===== config.mk =====
export PLATFORM = sky130hd
export DESIGN_NAME = adc_stat_reg
export DESIGN_NICKNAME = d
export VERILOG_FILES = /design/src/rtl/adc_stat_pkg.sv /design/src/rtl/adc_stat_event.sv /design/src/rtl/adc_stat_flag.sv /design/src/rtl/adc_stat_cnt.sv /design/src/rtl/adc_stat_rdmux.sv /design/src/rtl/adc_stat_reg.sv
export SDC_FILE = /design/constraint.sdc
export NUM_CORES = 1
export LEC_CHECK = 0
export ABC_CLOCK_PERIOD_IN_PS = 2450
export BUFFER_PORTS_ARGS = -buffer_cell sky130_fd_sc_hd__buf_2
export CORE_AREA = 2 2 39 41
export CTS_CLUSTER_SIZE = 28
export DETAILED_ROUTE_END_ITERATION = 8
export DIE_AREA = 0 0 41 43
export PLACE_DENSITY_LB_ADDON = 0.1
export SLEW_MARGIN = 20
export SYNTH_ARGS = -nofsm -noshare
export SYNTH_HDL_FRONTEND = slang
export SYNTH_SLANG_ARGS = --single-unit

===== constraint.sdc =====
create_clock -name clk -period 2.45 [get_ports clk]
set_clock_uncertainty 0.1 [all_clocks]
set_input_delay 0.1225 -clock clk [delete_from_list [all_inputs] [get_ports clk]]
set_output_delay 0.1225 -clock clk [all_outputs]
set_load 0.01 [all_outputs]

===== src/rtl/adc_stat_pkg.sv =====
package adc_stat_pkg;

  // Index of each sticky flag inside the flag vector
  localparam int FLG_ROV   = 0;  // result overrun
  localparam int FLG_ETO   = 1;  // external trigger overrun
  localparam int FLG_SCF   = 2;  // sequence complete
  localparam int NUM_FLAGS = 3;

  // Next state of a sticky flag: a set event outranks a clear event
  function automatic logic flag_next(input logic q, input logic set, input logic clr);
    return set | (q & ~clr);
  endfunction

endpackage


===== src/rtl/adc_stat_event.sv =====
module adc_stat_event
  import adc_stat_pkg::*;
#(
  parameter int DATA_W = 8,
  parameter int CNT_W  = 4
) (
  input  logic                 seq_done_i,
  input  logic                 trig_edge_i,
  input  logic                 seq_busy_i,
  input  logic                 edge_mode_i,
  input  logic                 res_wr_i,
  input  logic                 res_ccf_i,
  input  logic                 res_rd_i,
  input  logic                 fast_clr_i,
  input  logic                 wr_stat_i,
  input  logic [DATA_W-1:0]    wr_data_i,
  input  logic                 wr_abort_i,
  input  logic                 wr_start_i,
  output logic [NUM_FLAGS-1:0] set_o,
  output logic [NUM_FLAGS-1:0] clr_o,
  output logic                 cnt_load_o,
  output logic                 cnt_inc_o
);
  localparam int SCF_POS = DATA_W - 1;
  localparam int ETO_POS = DATA_W - 3;
  localparam int ROV_POS = DATA_W - 4;
  localparam logic [DATA_W-1:0] FLAG_MASK =
    (DATA_W'(1) << SCF_POS) | (DATA_W'(1) << ETO_POS) | (DATA_W'(1) << ROV_POS);

  logic w1c_scf, w1c_eto, w1c_rov;
  logic wr_data_unused;

  assign w1c_scf = wr_stat_i & wr_data_i[SCF_POS];
  assign w1c_eto = wr_stat_i & wr_data_i[ETO_POS];
  assign w1c_rov = wr_stat_i & wr_data_i[ROV_POS];
  // Non-flag bits of the write data are read-only here
  assign wr_data_unused = ^(wr_data_i & ~FLAG_MASK);

  always_comb begin
    set_o          = '0;
    clr_o          = '0;
    set_o[FLG_SCF] = seq_done_i;
    set_o[FLG_ETO] = edge_mode_i & trig_edge_i & seq_busy_i;
    set_o[FLG_ROV] = res_wr_i & res_ccf_i;
    clr_o[FLG_SCF] = w1c_scf | wr_start_i | (fast_clr_i & res_rd_i);
    clr_o[FLG_ETO] = w1c_eto | wr_abort_i | wr_start_i;
    clr_o[FLG_ROV] = w1c_rov | wr_abort_i | wr_start_i;
  end

  assign cnt_load_o = wr_abort_i | wr_start_i;
  assign cnt_inc_o  = res_wr_i;

endmodule


===== src/rtl/adc_stat_flag.sv =====
module adc_stat_flag
  import adc_stat_pkg::*;
(
  input  logic clk,
  input  logic rst_n,
  input  logic set_i,
  input  logic clr_i,
  output logic q_o
);
  always_ff @(posedge clk or negedge rst_n) begin
    if (!rst_n) q_o <= 1'b0;
    else        q_o <= flag_next(q_o, set_i, clr_i);
  end
endmodule


===== src/rtl/adc_stat_cnt.sv =====
module adc_stat_cnt #(
  parameter int CNT_W = 4
) (
  input  logic             clk,
  input  logic             rst_n,
  input  logic             load_i,
  input  logic             inc_i,
  output logic [CNT_W-1:0] cnt_o
);
  // Load-to-zero outranks the increment; wrap is natural modulo 2**CNT_W
  function automatic logic [CNT_W-1:0] cnt_next(input logic [CNT_W-1:0] c,
                                                input logic ld, input logic inc);
    if (ld)       return '0;
    else if (inc) return c + CNT_W'(1);
    else          return c;
  endfunction

  always_ff @(posedge clk or negedge rst_n) begin
    if (!rst_n) cnt_o <= '0;
    else        cnt_o <= cnt_next(cnt_o, load_i, inc_i);
  end
endmodule


===== src/rtl/adc_stat_rdmux.sv =====
module adc_stat_rdmux
  import adc_stat_pkg::*;
#(
  parameter int DATA_W = 8,
  parameter int CNT_W  = 4
) (
  input  logic [NUM_FLAGS-1:0] flags_i,
  input  logic [CNT_W-1:0]     cnt_i,
  output logic [DATA_W-1:0]    word_o
);
  localparam int SCF_POS = DATA_W - 1;
  localparam int ETO_POS = DATA_W - 3;
  localparam int ROV_POS = DATA_W - 4;

  always_comb begin
    word_o            = '0;   // reserved bit and any gap read as zero
    word_o[SCF_POS]   = flags_i[FLG_SCF];
    word_o[ETO_POS]   = flags_i[FLG_ETO];
    word_o[ROV_POS]   = flags_i[FLG_ROV];
    word_o[CNT_W-1:0] = cnt_i;
  end
endmodule


===== src/rtl/adc_stat_reg.sv =====
module adc_stat_reg
  import adc_stat_pkg::*;
#(
  parameter int DATA_W = 8,
  parameter int CNT_W  = 4
) (
  input  logic              clk,
  input  logic              rst_n,
  input  logic              seq_done_i,
  input  logic              trig_edge_i,
  input  logic              seq_busy_i,
  input  logic              edge_mode_i,
  input  logic              res_wr_i,
  input  logic              res_ccf_i,
  input  logic              res_rd_i,
  input  logic              fast_clr_i,
  input  logic              wr_stat_i,
  input  logic [DATA_W-1:0] wr_data_i,
  input  logic              wr_abort_i,
  input  logic              wr_start_i,
  output logic [DATA_W-1:0] rd_data_o
);
  logic [NUM_FLAGS-1:0] flag_set, flag_clr, flag_q;
  logic                 cnt_load, cnt_inc;
  logic [CNT_W-1:0]     conv_cnt;

  // Named internal events, brought out for the bound checker
  logic scf_set, scf_clr, eto_set, eto_clr, rov_set, rov_clr;
  assign scf_set = flag_set[FLG_SCF];
  assign scf_clr = flag_clr[FLG_SCF];
  assign eto_set = flag_set[FLG_ETO];
  assign eto_clr = flag_clr[FLG_ETO];
  assign rov_set = flag_set[FLG_ROV];
  assign rov_clr = flag_clr[FLG_ROV];

  adc_stat_event #(.DATA_W(DATA_W), .CNT_W(CNT_W)) u_event (
    .seq_done_i  (seq_done_i),
    .trig_edge_i (trig_edge_i),
    .seq_busy_i  (seq_busy_i),
    .edge_mode_i (edge_mode_i),
    .res_wr_i    (res_wr_i),
    .res_ccf_i   (res_ccf_i),
    .res_rd_i    (res_rd_i),
    .fast_clr_i  (fast_clr_i),
    .wr_stat_i   (wr_stat_i),
    .wr_data_i   (wr_data_i),
    .wr_abort_i  (wr_abort_i),
    .wr_start_i  (wr_start_i),
    .set_o       (flag_set),
    .clr_o       (flag_clr),
    .cnt_load_o  (cnt_load),
    .cnt_inc_o   (cnt_inc)
  );

  for (genvar g = 0; g < NUM_FLAGS; g++) begin : g_flag
    adc_stat_flag u_flag (
      .clk   (clk),
      .rst_n (rst_n),
      .set_i (flag_set[g]),
      .clr_i (flag_clr[g]),
      .q_o   (flag_q[g])
    );
  end

  adc_stat_cnt #(.CNT_W(CNT_W)) u_cnt (
    .clk    (clk),
    .rst_n  (rst_n),
    .load_i (cnt_load),
    .inc_i  (cnt_inc),
    .cnt_o  (conv_cnt)
  );

  adc_stat_rdmux #(.DATA_W(DATA_W), .CNT_W(CNT_W)) u_rdmux (
    .flags_i (flag_q),
    .cnt_i   (conv_cnt),
    .word_o  (rd_data_o)
  );

endmodule


==> metrics.cfg <==
[global_routing]
antenna_found_initial = 0
grt_max_degree = 8
first_global_vias = 280
grt-ovfl-total = 0
track_usage_pct = 9.29
grt_first_pass_wirelength_mm = 1.04

[logic_synthesis]
ys_ff_latch = 7
syn_inst = 33
ys_seq_area_share_pct = 44.3
synth_cell_type_count = 22
synth.net_count = 55
syn_avg_cell_area_um2 = 12.0
syn-cell-area_um2 = 395
ys_warn_count = 0

[critical_path]
crit_arrival_ns = 1.22
r2r_end = u_cnt.cnt_o[2]$_DFFE_PN0P_
r2r_start = u_cnt.cnt_o[0]$_DFFE_PN0P_
path_class = register to register
worstSetupEndpointType = register
rrSetupSlack_ns = 1.31
r2r_cells = 3
cp.required_ns = 2.53
cp_max_fo = 4
startpoint_type = register

[routing]
vias = 329
drtIter0Drc = 2
wl_per_cell_um = 10.6
viasPerCell = 4.51
drt_first_pass_iters = 2
wl_um = 771
ant_nets = 0
drc = 0

[sta]
min_period_ns = 1.14
setup_viol = 0
grt_setup_unrepaired = no
timing.final.crit_share_pct = 46.6
worst_slack_ns = 1.31
max_freq_mhz = 876
holdWs_ns = 0.0225
setup_tns_ns = 0
hold_viol = 0
slew_viol_final = 0

[cells_and_area]
final_common_cell = buf_2
fillCellCount = 154
n_antenna_cell = 0
layout_common_cells = 22 x buf_2, 7 x dfrtp_1, 3 x clkbuf_4, 3 x dlygate4sd3_1
final_cells = 73
fin_util_pct = 39.1
area_growth_pct = 36.7
drive_above_1_share_pct = 54.4
final_cell_area_um2 = 541
final_nets = 80

[place]
dp_hpwl_um = 629
io_buffers = 22
placedCellCount = 66
globalplace.congestion = 0.718
place_area_um2 = 484
dpl_worst_slack_ns = 1.31

[power_and_ir_drop]
intPower_mw = 0.204
powerDensity_nw_per_um2 = 495
total_power_mw = 0.268
peakVddDrop_uv = 246
p_switching_mw = 0.0639
p_clk_share_pct = 39.0
leakage_nw = 0.284
sw_frac_of_total_pct = 23.9
seq_power_share_pct = 46.1
p_comb_share_pct = 14.9

[die]
die_x_um = 41
rows = 14
ioPinCount = 29
core-area_um2 = 1380
start_util_pct = 28.6
fp.dieH_um = 43
fp.dieArea_um2 = 1760

[clocking]
cts_sinks = 7
cts_setup_buffers = 0
cts-resized-gates = 0
cts_root_buf = clkbuf_4
cts_tree = yes
clk_latency_ns = 0.25
numCtsBuffers = 3
cts.reportedPaths.clkPinSlew_ns = 0.05
cts_buffer_depth = 2
cts_max_level = 1

[min_path]
hold_start = trig_edge_i
min_path_cells = 2
holdCritPathClass = input port to register
min_to = g_flag[1].u_flag.q_o$_DFF_PN0_

[run]
drv_cap = 0

[outcome]
status = finished clean

[synth_stat cells (all sizes together)]
master,count,area [um2]
xnor2,1,8.76
a22oi,1,7.51
nor3b,1,7.51
nor2,2,7.51
or2,1,6.26
inv,1,3.75
a22o,1,10.0
a21bo,1,10.0
mux2,1,15.0
nand4,1,21.3
a32o,1,10.0
ha,1,12.5
mux2i,1,10.0
a31o,1,8.76
nor3,1,5.00
buf,5,41.3
dfrtp,7,175
conb,1,3.75
nand3b,1,7.51
a211oi,2,15.0
a21oi,1,8.76
[power by group through the flow]
stage	clock [mW]	combinational, mW	sequential (mW)
finish	0.105	0.0399	0.123
global route	0.120	0.0445	0.124
CTS	0.109	0.0398	0.123
global placement	0	0.0362	0.125
detailed placement	0	0.0372	0.126
floorplan	0	0.0219	0.126
[logic make-up after synthesis]
group	after synthesis	share of synthesized area [%]
AOI/OAI and AO/OA	8	17.7
DFF	7	44.3
and+or+nand+nor	7	13.9
buffers and inverters	6	11.4
muxes	2	6.33
adders and majority gates	1	3.16
other	1	0.948
xor gates and xnor gates	1	2.22
[repair_timing]
| action | 4_1_cts | 5_1_grt |
|---|---|---|
| hold endpoints to repair | 8 | 1 |
| hold buffers | 2 | 1 |
| setup endpoints to repair | 0 | 0 |
[how the worst max path moves through the flow]
stage,start,endpoint,slack [ns],cells after the start
floorplan,u_cnt.cnt_o[0]$_DFFE_PN0P_,u_cnt.cnt_o[2]$_DFFE_PN0P_,1.31,3
global placement,u_cnt.cnt_o[0]$_DFFE_PN0P_,u_cnt.cnt_o[1]$_DFFE_PN0P_,1.33,3
detailed placement,u_cnt.cnt_o[0]$_DFFE_PN0P_,u_cnt.cnt_o[2]$_DFFE_PN0P_,1.31,3
CTS,u_cnt.cnt_o[0]$_DFFE_PN0P_,u_cnt.cnt_o[2]$_DFFE_PN0P_,1.30,3
global route,u_cnt.cnt_o[0]$_DFFE_PN0P_,u_cnt.cnt_o[1]$_DFFE_PN0P_,1.26,3
finish,u_cnt.cnt_o[0]$_DFFE_PN0P_,u_cnt.cnt_o[2]$_DFFE_PN0P_,1.31,3
[area by class of cell]
cell class	instances	area, um2	area share [%]
sequential	7	175	32.4
multi-input combinational	20	175	32.4
timing repair buffer	25	140	25.9
clock buffer	4	26.3	4.86
tap	16	20.0	3.70
inverter	1	3.75	0.694
[metal layers]
layer  wire [um]  track usage (%)  part of all wire [%]
met1         299             9.51                    39
met2         390             13.8                    51
met3          81             8.38                    11
met4           0             2.00                     0
met5           0                0                     0
[registers in the layout (all words and copies together), names as in the netlist]
name	flops
u_cnt.cnt_o	4
g_flag.u_flag.q_o	3
[critical path, stage by stage, from the launching register on]
cell and delay (ns):
dfrtp_1 0.44, ha_1 0.24, a21bo_1 0.20, a21oi_2 0.10
No activity file was read; power rests on OpenSTA's default activity.
